[config.mk]
export PLATFORM = sky130hd
export DESIGN_NAME = uart_mmio
export DESIGN_NICKNAME = d
export VERILOG_FILES = /design/src/rtl/uart_mm_pkg.sv /design/src/rtl/uart_tx_fsm.sv /design/src/rtl/uart_rx_fsm.sv /design/src/rtl/uart_rx_fifo.sv /design/src/rtl/uart_mmio.sv
export SDC_FILE = /design/constraint.sdc
export NUM_CORES = 1
export LEC_CHECK = 0
export BUFFER_PORTS_ARGS = -buffer_cell sky130_fd_sc_hd__buf_4
export CAP_MARGIN = 20
export CORE_UTILIZATION = 39
export CTS_CLUSTER_DIAMETER = 200
export DETAILED_ROUTE_END_ITERATION = 6
export PLACE_DENSITY = 0.68
export SLEW_MARGIN = 20
export SYNTH_ARGS = -nofsm -noshare
export SYNTH_HDL_FRONTEND = slang
export SYNTH_SLANG_ARGS = --single-unit
[constraint.sdc]
create_clock -name clk -period 2.9 [get_ports clk]
set_clock_uncertainty 0.15 [all_clocks]
set_input_delay 0.145 -clock clk [delete_from_list [all_inputs] [get_ports clk]]
set_output_delay 0.145 -clock clk [all_outputs]
set_load 0.05 [all_outputs]
[src/rtl/uart_mm_pkg.sv]
package uart_mm_pkg;

    // register word index, taken from address bits 11:2
    localparam logic [9:0] WORD_TXD  = 10'd0;
    localparam logic [9:0] WORD_RXD  = 10'd1;
    localparam logic [9:0] WORD_STAT = 10'd2;

    typedef enum logic [1:0] {
        TX_IDLE,
        TX_START,
        TX_DATA,
        TX_STOP
    } tx_state_e;

    typedef enum logic [2:0] {
        RX_IDLE,
        RX_START,
        RX_DATA,
        RX_STOP,
        RX_BREAK
    } rx_state_e;

endpackage

[src/rtl/uart_tx_fsm.sv]
module uart_tx_fsm
    import uart_mm_pkg::*;
#(
    parameter int CLKS_PER_BIT = 434
) (
    input  logic       clk,
    input  logic       rst,
    input  logic       start_i,
    input  logic [7:0] data_i,
    output logic       busy_o,
    output logic       tx_o
);
    localparam int CW = (CLKS_PER_BIT > 1) ? $clog2(CLKS_PER_BIT) : 1;
    localparam logic [CW-1:0] LAST = CW'(CLKS_PER_BIT - 1);

    typedef struct packed {
        tx_state_e     st;
        logic [CW-1:0] cnt;
        logic [2:0]    bitn;
        logic [7:0]    shift;
    } tx_regs_t;

    tx_regs_t q, d;

    always_comb begin
        d = q;
        case (q.st)
            TX_IDLE: begin
                if (start_i) begin
                    d.st    = TX_START;
                    d.cnt   = '0;
                    d.shift = data_i;
                end
            end
            TX_START: begin
                if (q.cnt == LAST) begin
                    d.cnt  = '0;
                    d.bitn = '0;
                    d.st   = TX_DATA;
                end else begin
                    d.cnt = q.cnt + 1'b1;
                end
            end
            TX_DATA: begin
                if (q.cnt == LAST) begin
                    d.cnt   = '0;
                    d.shift = {1'b0, q.shift[7:1]};
                    if (q.bitn == 3'd7) d.st = TX_STOP;
                    else                d.bitn = q.bitn + 1'b1;
                end else begin
                    d.cnt = q.cnt + 1'b1;
                end
            end
            TX_STOP: begin
                if (q.cnt == LAST) begin
                    d.cnt = '0;
                    d.st  = TX_IDLE;
                end else begin
                    d.cnt = q.cnt + 1'b1;
                end
            end
            default: d.st = TX_IDLE;
        endcase
    end

    always_ff @(posedge clk) begin
        if (rst) q <= '{st: TX_IDLE, cnt: '0, bitn: '0, shift: '0};
        else     q <= d;
    end

    assign busy_o = (q.st != TX_IDLE);
    assign tx_o   = (q.st == TX_START) ? 1'b0 :
                    (q.st == TX_DATA)  ? q.shift[0] : 1'b1;

    // line rests high whenever no frame is in flight
    p_idle_high_r3: assert property (@(posedge clk) disable iff (rst)
        !busy_o |-> tx_o);
    // a frame opens with a low start bit
    p_start_low_r3: assert property (@(posedge clk) disable iff (rst)
        $rose(busy_o) |-> !tx_o);
    // a start request during a frame does not reload the shifter
    p_busy_ignore_r4: assert property (@(posedge clk) disable iff (rst)
        (busy_o && start_i && q.st == TX_START && q.cnt != LAST) |=> $stable(q.shift));

endmodule

[src/rtl/uart_rx_fsm.sv]
module uart_rx_fsm
    import uart_mm_pkg::*;
#(
    parameter int CLKS_PER_BIT = 434
) (
    input  logic       clk,
    input  logic       rst,
    input  logic       rx_i,
    output logic       push_o,
    output logic [7:0] data_o
);
    localparam int CW = (CLKS_PER_BIT > 1) ? $clog2(CLKS_PER_BIT) : 1;
    localparam logic [CW-1:0] LAST = CW'(CLKS_PER_BIT - 1);
    localparam logic [CW-1:0] MID  = CW'((CLKS_PER_BIT / 2) - 1);

    typedef struct packed {
        logic [1:0]    sync;
        rx_state_e     st;
        logic [CW-1:0] cnt;
        logic [2:0]    bitn;
        logic [7:0]    shift;
        logic          push;
    } rx_regs_t;

    rx_regs_t q, d;
    logic     rxs;

    assign rxs = q.sync[1];

    always_comb begin
        d      = q;
        d.sync = {q.sync[0], rx_i};
        d.push = 1'b0;
        case (q.st)
            RX_IDLE: begin
                if (!rxs) begin
                    d.st  = RX_START;
                    d.cnt = '0;
                end
            end
            RX_START: begin
                if (q.cnt == MID) begin
                    d.cnt  = '0;
                    d.bitn = '0;
                    d.st   = rxs ? RX_IDLE : RX_DATA;
                end else begin
                    d.cnt = q.cnt + 1'b1;
                end
            end
            RX_DATA: begin
                if (q.cnt == LAST) begin
                    d.cnt   = '0;
                    d.shift = {rxs, q.shift[7:1]};
                    if (q.bitn == 3'd7) d.st = RX_STOP;
                    else                d.bitn = q.bitn + 1'b1;
                end else begin
                    d.cnt = q.cnt + 1'b1;
                end
            end
            RX_STOP: begin
                if (q.cnt == LAST) begin
                    d.cnt = '0;
                    if (rxs) begin
                        d.push = 1'b1;
                        d.st   = RX_IDLE;
                    end else begin
                        d.st = RX_BREAK;
                    end
                end else begin
                    d.cnt = q.cnt + 1'b1;
                end
            end
            RX_BREAK: begin
                if (rxs) d.st = RX_IDLE;
            end
            default: d.st = RX_IDLE;
        endcase
    end

    always_ff @(posedge clk) begin
        if (rst) q <= '{sync: 2'b11, st: RX_IDLE, cnt: '0, bitn: '0, shift: '0, push: 1'b0};
        else     q <= d;
    end

    assign push_o = q.push;
    assign data_o = q.shift;

    // a byte is delivered only out of a stop bit sampled high
    p_push_after_stop_r8: assert property (@(posedge clk) disable iff (rst)
        push_o |-> ($past(q.st) == RX_STOP && $past(rxs)));

endmodule

[src/rtl/uart_rx_fifo.sv]
module uart_rx_fifo #(
    parameter int DEPTH = 16,
    parameter int WIDTH = 8
) (
    input  logic             clk,
    input  logic             rst,
    input  logic             push_i,
    input  logic [WIDTH-1:0] data_i,
    input  logic             pop_i,
    output logic [WIDTH-1:0] head_o,
    output logic             empty_o,
    output logic             full_o
);
    localparam int AW = (DEPTH > 1) ? $clog2(DEPTH) : 1;
    localparam logic [AW-1:0] PTR_LAST = AW'(DEPTH - 1);
    localparam logic [AW:0]   CNT_FULL = (AW+1)'(DEPTH);

    typedef struct packed {
        logic [AW-1:0] wr;
        logic [AW-1:0] rd;
        logic [AW:0]   cnt;
    } fifo_regs_t;

    fifo_regs_t q, d;
    logic [WIDTH-1:0] mem [DEPTH];
    logic do_push, do_pop;

    assign empty_o = (q.cnt == '0);
    assign full_o  = (q.cnt == CNT_FULL);
    assign do_push = push_i && !full_o;
    assign do_pop  = pop_i && !empty_o;
    assign head_o  = mem[q.rd];

    always_comb begin
        d = q;
        if (do_push) d.wr = (q.wr == PTR_LAST) ? '0 : q.wr + 1'b1;
        if (do_pop)  d.rd = (q.rd == PTR_LAST) ? '0 : q.rd + 1'b1;
        case ({do_push, do_pop})
            2'b10:   d.cnt = q.cnt + 1'b1;
            2'b01:   d.cnt = q.cnt - 1'b1;
            default: d.cnt = q.cnt;
        endcase
    end

    always_ff @(posedge clk) begin
        if (rst) q <= '{wr: '0, rd: '0, cnt: '0};
        else     q <= d;
    end

    always_ff @(posedge clk) begin
        if (do_push) mem[q.wr] <= data_i;
    end

    // a push into a full queue leaves it full and does not wrap the count
    p_no_overflow_r9: assert property (@(posedge clk) disable iff (rst)
        (full_o && push_i && !pop_i) |=> (full_o && $stable(q.wr)));
    // a pop of an empty queue leaves it empty
    p_empty_pop_r7: assert property (@(posedge clk) disable iff (rst)
        (empty_o && pop_i && !push_i) |=> (empty_o && $stable(q.rd)));

endmodule

[src/rtl/uart_mmio.sv]
module uart_mmio
    import uart_mm_pkg::*;
#(
    parameter logic [31:0] BASE_ADDR    = 32'h1000_0000,
    parameter int          CLKS_PER_BIT = 434,
    parameter int          RX_DEPTH     = 16
) (
    input  logic        clk,
    input  logic        rst,
    input  logic        bus_valid_i,
    input  logic [31:0] bus_addr_i,
    input  logic [31:0] bus_wdata_i,
    input  logic        bus_we_i,
    output logic [31:0] bus_rdata_o,
    output logic        bus_ready_o,
    output logic        tx_o,
    input  logic        rx_i
);
    typedef struct packed {
        logic        ready;
        logic [31:0] rdata;
        logic        miss;
    } bus_regs_t;

    bus_regs_t q, d;

    logic       accept, hit;
    logic [9:0] word;
    logic       tx_start, tx_busy;
    logic       rx_push, rx_pop, rx_empty, rx_full;
    logic [7:0] rx_byte, rx_head;

    assign accept   = bus_valid_i && !q.ready;
    assign hit      = (bus_addr_i[31:12] == BASE_ADDR[31:12]);
    assign word     = bus_addr_i[11:2];
    assign tx_start = accept && bus_we_i && hit && (word == WORD_TXD);
    assign rx_pop   = accept && !bus_we_i && hit && (word == WORD_RXD) && !rx_empty;

    always_comb begin
        d       = q;
        d.ready = accept;
        d.miss  = accept && !hit;
        if (accept) begin
            d.rdata = '0;
            if (!bus_we_i && hit) begin
                case (word)
                    WORD_RXD:  d.rdata = rx_empty ? 32'd0 : {24'd0, rx_head};
                    WORD_STAT: d.rdata = {30'd0, !rx_empty, tx_busy};
                    default:   d.rdata = '0;
                endcase
            end
        end
    end

    always_ff @(posedge clk) begin
        if (rst) q <= '{ready: 1'b0, rdata: '0, miss: 1'b0};
        else     q <= d;
    end

    assign bus_ready_o = q.ready;
    assign bus_rdata_o = q.rdata;

    uart_tx_fsm #(.CLKS_PER_BIT(CLKS_PER_BIT)) u_tx (
        .clk     (clk),
        .rst     (rst),
        .start_i (tx_start),
        .data_i  (bus_wdata_i[7:0]),
        .busy_o  (tx_busy),
        .tx_o    (tx_o)
    );

    uart_rx_fsm #(.CLKS_PER_BIT(CLKS_PER_BIT)) u_rx (
        .clk    (clk),
        .rst    (rst),
        .rx_i   (rx_i),
        .push_o (rx_push),
        .data_o (rx_byte)
    );

    uart_rx_fifo #(.DEPTH(RX_DEPTH), .WIDTH(8)) u_fifo (
        .clk     (clk),
        .rst     (rst),
        .push_i  (rx_push),
        .data_i  (rx_byte),
        .pop_i   (rx_pop),
        .head_o  (rx_head),
        .empty_o (rx_empty),
        .full_o  (rx_full)
    );

    // completion is a single-cycle pulse
    p_ready_pulse_r2: assert property (@(posedge clk) disable iff (rst)
        bus_ready_o |=> !bus_ready_o);
    // requests outside the window read as zero
    p_miss_reads_zero_r1: assert property (@(posedge clk) disable iff (rst)
        (bus_ready_o && q.miss) |-> (bus_rdata_o == 32'd0));
    // a full queue cannot also be empty
    p_full_not_empty_r9: assert property (@(posedge clk) disable iff (rst)
        rx_full |-> !rx_empty);

endmodule

=== Word level (Yosys, flattened, before mapping) ===
Memory sizes are Yosys's and may differ from the RTL's. A register that Yosys moved wholly into a read port is not among the register bits.
Index checks and enable logic that the tools add are counted.

* Add/subtract/negate cells: 8
* Multiplexer cells: 42
* Equal/unequal tests: 33
* Reductions and logical operators: 34
* Bitwise gates (word level): 2

{| class="wikitable"
|+ Operator list
! operator !! number
|-
| $pmux 11 s4 || 1
|-
| $mux 11 || 3
|-
| $pmux 8 s2 || 2
|-
| $mux 3 || 10
|-
| $mux 9 || 3
|-
| $pmux 9 s3 || 1
|-
| $mux 8 || 3
|-
| $eq 20x17->1 const B || 1
|-
| $add 9x1->9 const B || 2
|-
| $eq 9x9->1 const B || 2
|-
| $ne 2x1->1 const B || 9
|-
| $mux 4 || 4
|-
| $pmux 3 s5 || 1
|-
| $mux 12 || 1
|-
| $pmux 3 s2 || 2
|-
| $logic_and 1x1->1 || 11
|-
| $eq 10x1->1 const B || 1
|-
| $eq 10x2->1 const B || 1
|-
| $logic_not 10->1 || 1
|-
| $mux 2 || 5
|-
| $pmux 5 s2 || 1
|-
| $reduce_bool 2->1 || 5
|-
| $eq 3x3->1 const B || 3
|-
| $eq 9x8->1 const B || 1
|-
| other kinds (25) || 45
|}

* Register bits after elaboration: 94
* Memories kept: 1
* Memory bits (writable): 128
* Bits of input ports: 69
* Logic and storage cells: 135
* Output and inout bits: 34

{| class="wikitable"
|+ Memory list
! name !! words !! width !! read ports !! clocked after Yosys merged registers in !! write ports !! RTL line !! RTL
|-
| u_fifo.mem || 16 || 8 || 1 || 1 || 1 || uart_rx_fifo.sv:25 || <nowiki>logic [WIDTH-1:0] mem [DEPTH];</nowiki>
|}

=== Longest topological paths before layout ===
* Word-level depth: 9
* Depth in mapped cells: 13

=== By module ===
Synthesis repeated with hierarchy kept, for this count alone.

* Cell total of the unflattened synthesis: 652
* Area total of the unflattened synthesis: 9096.2 sq um

{| class="wikitable"
|+ By module, submodules not included
! module !! area each (sq um) !! cells each !! seq. area each (sq um) !! instances
|-
| uart_rx_fifo || 5855.6 || 296 || 4184.0 || 1
|-
| uart_rx_fsm || 1420.1 || 153 || 520.5 || 1
|-
| uart_tx_fsm || 1162.4 || 134 || 440.4 || 1
|-
| uart_mmio || 658.1 || 69 || 180.2 || 1
|}

=== Least setup slack after synthesis ===
OpenSTA, ideal clock, no wires.

* Path kind: reg-to-reg
* Start: register q (netlist bit bus_ready_o)
* End: register u_fifo.q[4] (netlist bit)
* Stages on the path, launching flop included: 14
* Path slack: -0.434 ns
* Data arrival time: 3.057 ns
* Required time: 2.622 ns
* Setup time: 0.128 ns
* Clock period less this slack: 3.334 ns
* Cell sequence: dfxtp_1 > nor2b_1 > nand4_1 > nor3_1 > and3_1 > ha_1 > clkbuf_1 > xor2_1 > ha_1 > or4bb_1 > a21oi_1 > o21ai_0 > xor2_1 > nor2_1

* Word-level cells in the longest chain between the ends: 9
* Elaborated cells on any way between the ends: 11
* Those cells by class: eq/ne (2); mux (1); reduce/logical (8)

{| class="wikitable"
|+ Ends and longest elaborated chain
! what !! RTL line !! RTL
|-
| start, declared || uart_mmio.sv:25 || <nowiki>bus_regs_t q, d;</nowiki>
|-
| start signal, assigned || uart_mmio.sv:56 || <nowiki>if (rst) q <= '{ready: 1'b0, rdata: '0, miss: 1'b0};</nowiki>
|-
| $logic_not 1->1 * || uart_mmio.sv:33 || <nowiki>assign accept = bus_valid_i && !q.ready;</nowiki>
|-
| $logic_and 1x1->1 * || uart_mmio.sv:33 ||
|-
| $logic_and 1x1->1 * (4 in series) || uart_mmio.sv:37 || <nowiki>assign rx_pop = accept && !bus_we_i && hit && (word == WORD_RXD) && !rx_empty;</nowiki>
|-
| $logic_and 1x1->1 * || uart_rx_fifo.sv:31 || <nowiki>assign do_pop = pop_i && !empty_o;</nowiki>
|-
| $eq 2x1->1 / $eq 2x2->1 (equally long branches) || uart_rx_fifo.sv:38 || <nowiki>case ({do_push, do_pop})</nowiki>
|-
| $pmux 5 s2 / $reduce_bool 2->1 (equally long branches) || - ||
|-
| end signal, assigned || uart_rx_fifo.sv:46 || <nowiki>if (rst) q <= '{wr: '0, rd: '0, cnt: '0};</nowiki>
|-
| end, declared || uart_rx_fifo.sv:24 || <nowiki>fifo_regs_t q, d;</nowiki>
|}

Mark *: on every way between the ends. The rest lies on a longest branch, timed or not.
A chain may end at the register's enable or synchronous reset.

=== Final worst setup path ===
Ends and elaborated chain as after synthesis.

==> results.py <==
metrics = {
    "timing": {
        "worst_max_slew_pin_slew_ps": 917,
        "fmax_mhz": 356,
        "max_slew_margin_pct": 38.6,
        "finalSetupTns_ps": 0,
        "final-setup-viol-count": 0,
        "finalMaxSlewViolations": 0,
        "layout_worst_path_cycle_share_pct": 96.7,
        "hold_viol_final": 0,
        "grt_setup_unrepaired": "yes",
        "min_period_ps": 2810,
        "worst_hold_slack_ps": 11.3,
    },
    "placed_design": {
        "hpwlAfterDp_mm": 10.9,
        "port-buffer-count": 52,
        "placed_area_um2": 9580,
        "place.gp.congestion": 0.759,
    },
    "clock_tree": {
        "cts.root.buffer_cell": "clkbuf_16",
        "cts_tree": "done",
        "clock_tree.buffer_depth": 3,
        "clk_pin_slew_ps": 60,
        "cts-buffers-inserted": 20,
        "insertion_delay_ps": 500,
        "cts.sinks": 202,
        "htree_levels": 1,
    },
    "synthesis": {
        "syn_inst_count": 657,
        "synth_enable_flop_cells": 128,
        "synth-async-reset-ratio_pct": 0,
        "mappedNetlistArea_um2": 8770,
        "synth_area_leader_cell": "edfxtp_1",
        "syn_avg_cell_area_um2": 13.3,
        "synthTopCellsByArea": "edfxtp_1 44%, dfxtp_1 17%, mux4_2 8.7%, ha_1 3.1%, mux2i_1 3.1%",
        "yosysUniqueCellTypes": 60,
        "ys_ff_latch": 202,
        "synthesis.yosys.warnings": 0,
        "yosys_most_used_dff": "edfxtp_1",
        "synthDominantCellAreaShare_pct": 43.8,
        "synth_seq_area_share_pct": 60.7,
    },
    "layout": {
        "finish.instance_area_um2": 10500,
        "final_core_density_pct": 47.7,
        "insertedDiodeCount": 0,
        "filler_cell_count": 1850,
        "fin_nets": 841,
        "syn2layout_area_growth_pct": 19.3,
        "final_layout_size_suffix_gt1_share_pct": 23.6,
    },
    "pwr": {
        "p_per_area_nw_per_um2": 572,
        "seq_power_share_pct": 50.5,
        "cell_internal_pwr_mw": 4.80,
        "power_leakage_nw": 3.61,
        "switching_share_pct": 19.7,
        "p_comb_share_pct": 3.0,
        "p_sw_mw": 1.18,
        "power.total_mw": 5.99,
        "power_frac_clock_pct": 46.5,
        "worst_ir_drop_vdd_v": 0.000314,
    },
    "global_routing": {
        "number_of_global_route_vias_before_repair": 5297,
        "grt-ovfl-total": 0,
        "groute.usage.overall_pct": 14.8,
        "global_route_wire_length_before_repair_mm": 27.4,
        "grt_start_max_net_pins": 64,
        "antenna_found_initial": 0,
    },
    "critical_path": {
        "worstSetupStartpointType": "flip-flop",
        "path_max_fanout": 4,
        "worst_setup_path_end_kind": "flip-flop",
        "worstPathArrival_ps": 3010,
        "required_arrival_time_at_the_worst_endpoint_ps": 3110,
        "crit_type": "reg2reg",
    },
    "floorplanning": {
        "floorplan.die.width_um": 152,
        "fp.coreArea_um2": 22000,
        "initial_utilization_pct": 39.9,
        "die_area_um2": 23100,
        "fp.dieH_um": 152,
        "row_count": 54,
        "design.portCount": 103,
    },
    "drt": {
        "routedWlPerCell_um": 16.1,
        "routed_via_count": 5438,
        "viasPerCell": 5.21,
        "routed_wirelength_mm": 16.8,
        "drt.antenna.violating_nets": 0,
        "length_of_the_first_detailed_routing_pass_in_iterations": 7,
        "detail_route.iter0.violations": 386,
        "drcViolationCount": 26,
    },
    "run_status": {
        "outcome": "finished with violations",
        "failing_checks": "design-rule violations",
    },
    "min_path": {
        "hp-class": "in2reg",
    },
    "flow_run": {
        "cap_viol_max_count": 0,
    },
}
what timing repair did:
item | 4_1_cts | 5_1_grt
buffers inserted | 0 | 1
hold buffers | 15 | 0
pin swaps | 1 | 5
resized for setup | 1 | 3
setup endpoints to repair | 2 | 3
endpoints found under the hold margin | 18 | 0
worst max-delay path, stage by stage, from the launching register on:
cell and delay, ps:
dfxtp_4 350, nor2b_4 150, nand4_1 190, nor3_2 250
and3_1 210, ha_2 210, xor2_2 140, ha_2 210
or4bb_1 390, a21oi_1 120, o21ai_1 90, xor2_1 150
nor2_1 50
per-stage QoR:
stage,setup slack (ps),std cells
2_1_floorplan,-48.3,680
3_3_place_gp,-104,992
3_5_place_dp,-122,992
4_1_cts,27.9,1043
5_1_grt,-115,1044
6_report,94.3,1044
metal layers:
layer  vias up  track usage, %  part of all wire (%)
met4         0            4.37                   1.7
met5         -               0                     0
met2       135            25.4                    50
met3        21            2.22                   4.6
met1      2653            19.3                    44
li1       2629               -                     -
cell type report:
type / count / area, um^2 / share of cell area [%]
flip-flops and latches: 202 / 5330 / 51.0
multi-input cells: 407 / 3200 / 30.6
repair buffers: 104 / 818 / 7.82
clock buffers: 24 / 515 / 4.93
well taps: 280 / 350 / 3.35
clock inverters: 12 / 194 / 1.85
inverters: 15 / 56.3 / 0.538
final timing paths:
path                from           to  slack [ps]  cells past startpoint
min                  rst  bus_ready_o          10                      2
min reg2reg   u_rx.d[25]   u_rx.q[25]         260                      1
max reg2reg  bus_ready_o  u_fifo.q[4]          90                     12
max          bus_ready_o  u_fifo.q[4]          90                     12
sequential cells by signal, summed over array words and instances, names as in the netlist, named ones only:
register     cells
bus_rdata_o      8
bus_ready_o      1
u_fifo.mem     128
u_rx.q          16
u_rx.d           1
u_rx.push_o      1
u_rx.data_o      8
u_tx.q          22
u_fifo.q        13
Yosys cell counts, types with 5 or more instances:
cell type,number
mux2_2,7
and3_1,5
buf_4,25
or3_1,11
buf_2,5
mux2i_1,27
nand2b_1,11
edfxtp_1,128
nor3_1,14
mux4_2,34
or4_1,9
o21ai_0,20
nand2_1,29
inv_1,15
xor2_1,6
nor2_1,52
clkbuf_1,21
o31ai_1,11
nor4_1,7
nand4_1,6
a21oi_1,43
dfxtp_1,74
ha_1,22
nand3_1,11
cells by family (layout without fill, tap and decap cells):
logic type      Yosys count  after routing  synth area share [%]
xor+xnor                 10             10                 0.999
flops                   202            202                  60.7
fa+ha+maj                22             22                  3.14
other cells               1             24                0.0428
mux                      68             68                  12.7
buf+inv                  71            155                  4.20
compound gates          101            101                  7.02
simple gates            182            182                  11.2
cells in the final DEF, fill, tap and decap left out, types with 19 or more instances in the layout:
master	count
edfxtp_1	128
ha_1	20
nor2_1	52
o21ai_0	19
mux4_2	34
dfxtp_1	72
a21oi_1	43
buf_4	89
nand2_1	29
mux2i_1	27
clkbuf_16	20
conb_1	24
power groups by stage:
stage | Clock [mW] | Sequential, mW | Combinational (mW)
floorplan | 0 | 3.09 | 0.129
global placement | 0 | 3.09 | 0.162
detailed placement | 0 | 3.09 | 0.163
CTS | 2.84 | 3.03 | 0.178
global route | 2.94 | 3.02 | 0.191
finish | 2.78 | 3.03 | 0.178
No activity file was read; power rests on OpenSTA's default activity.
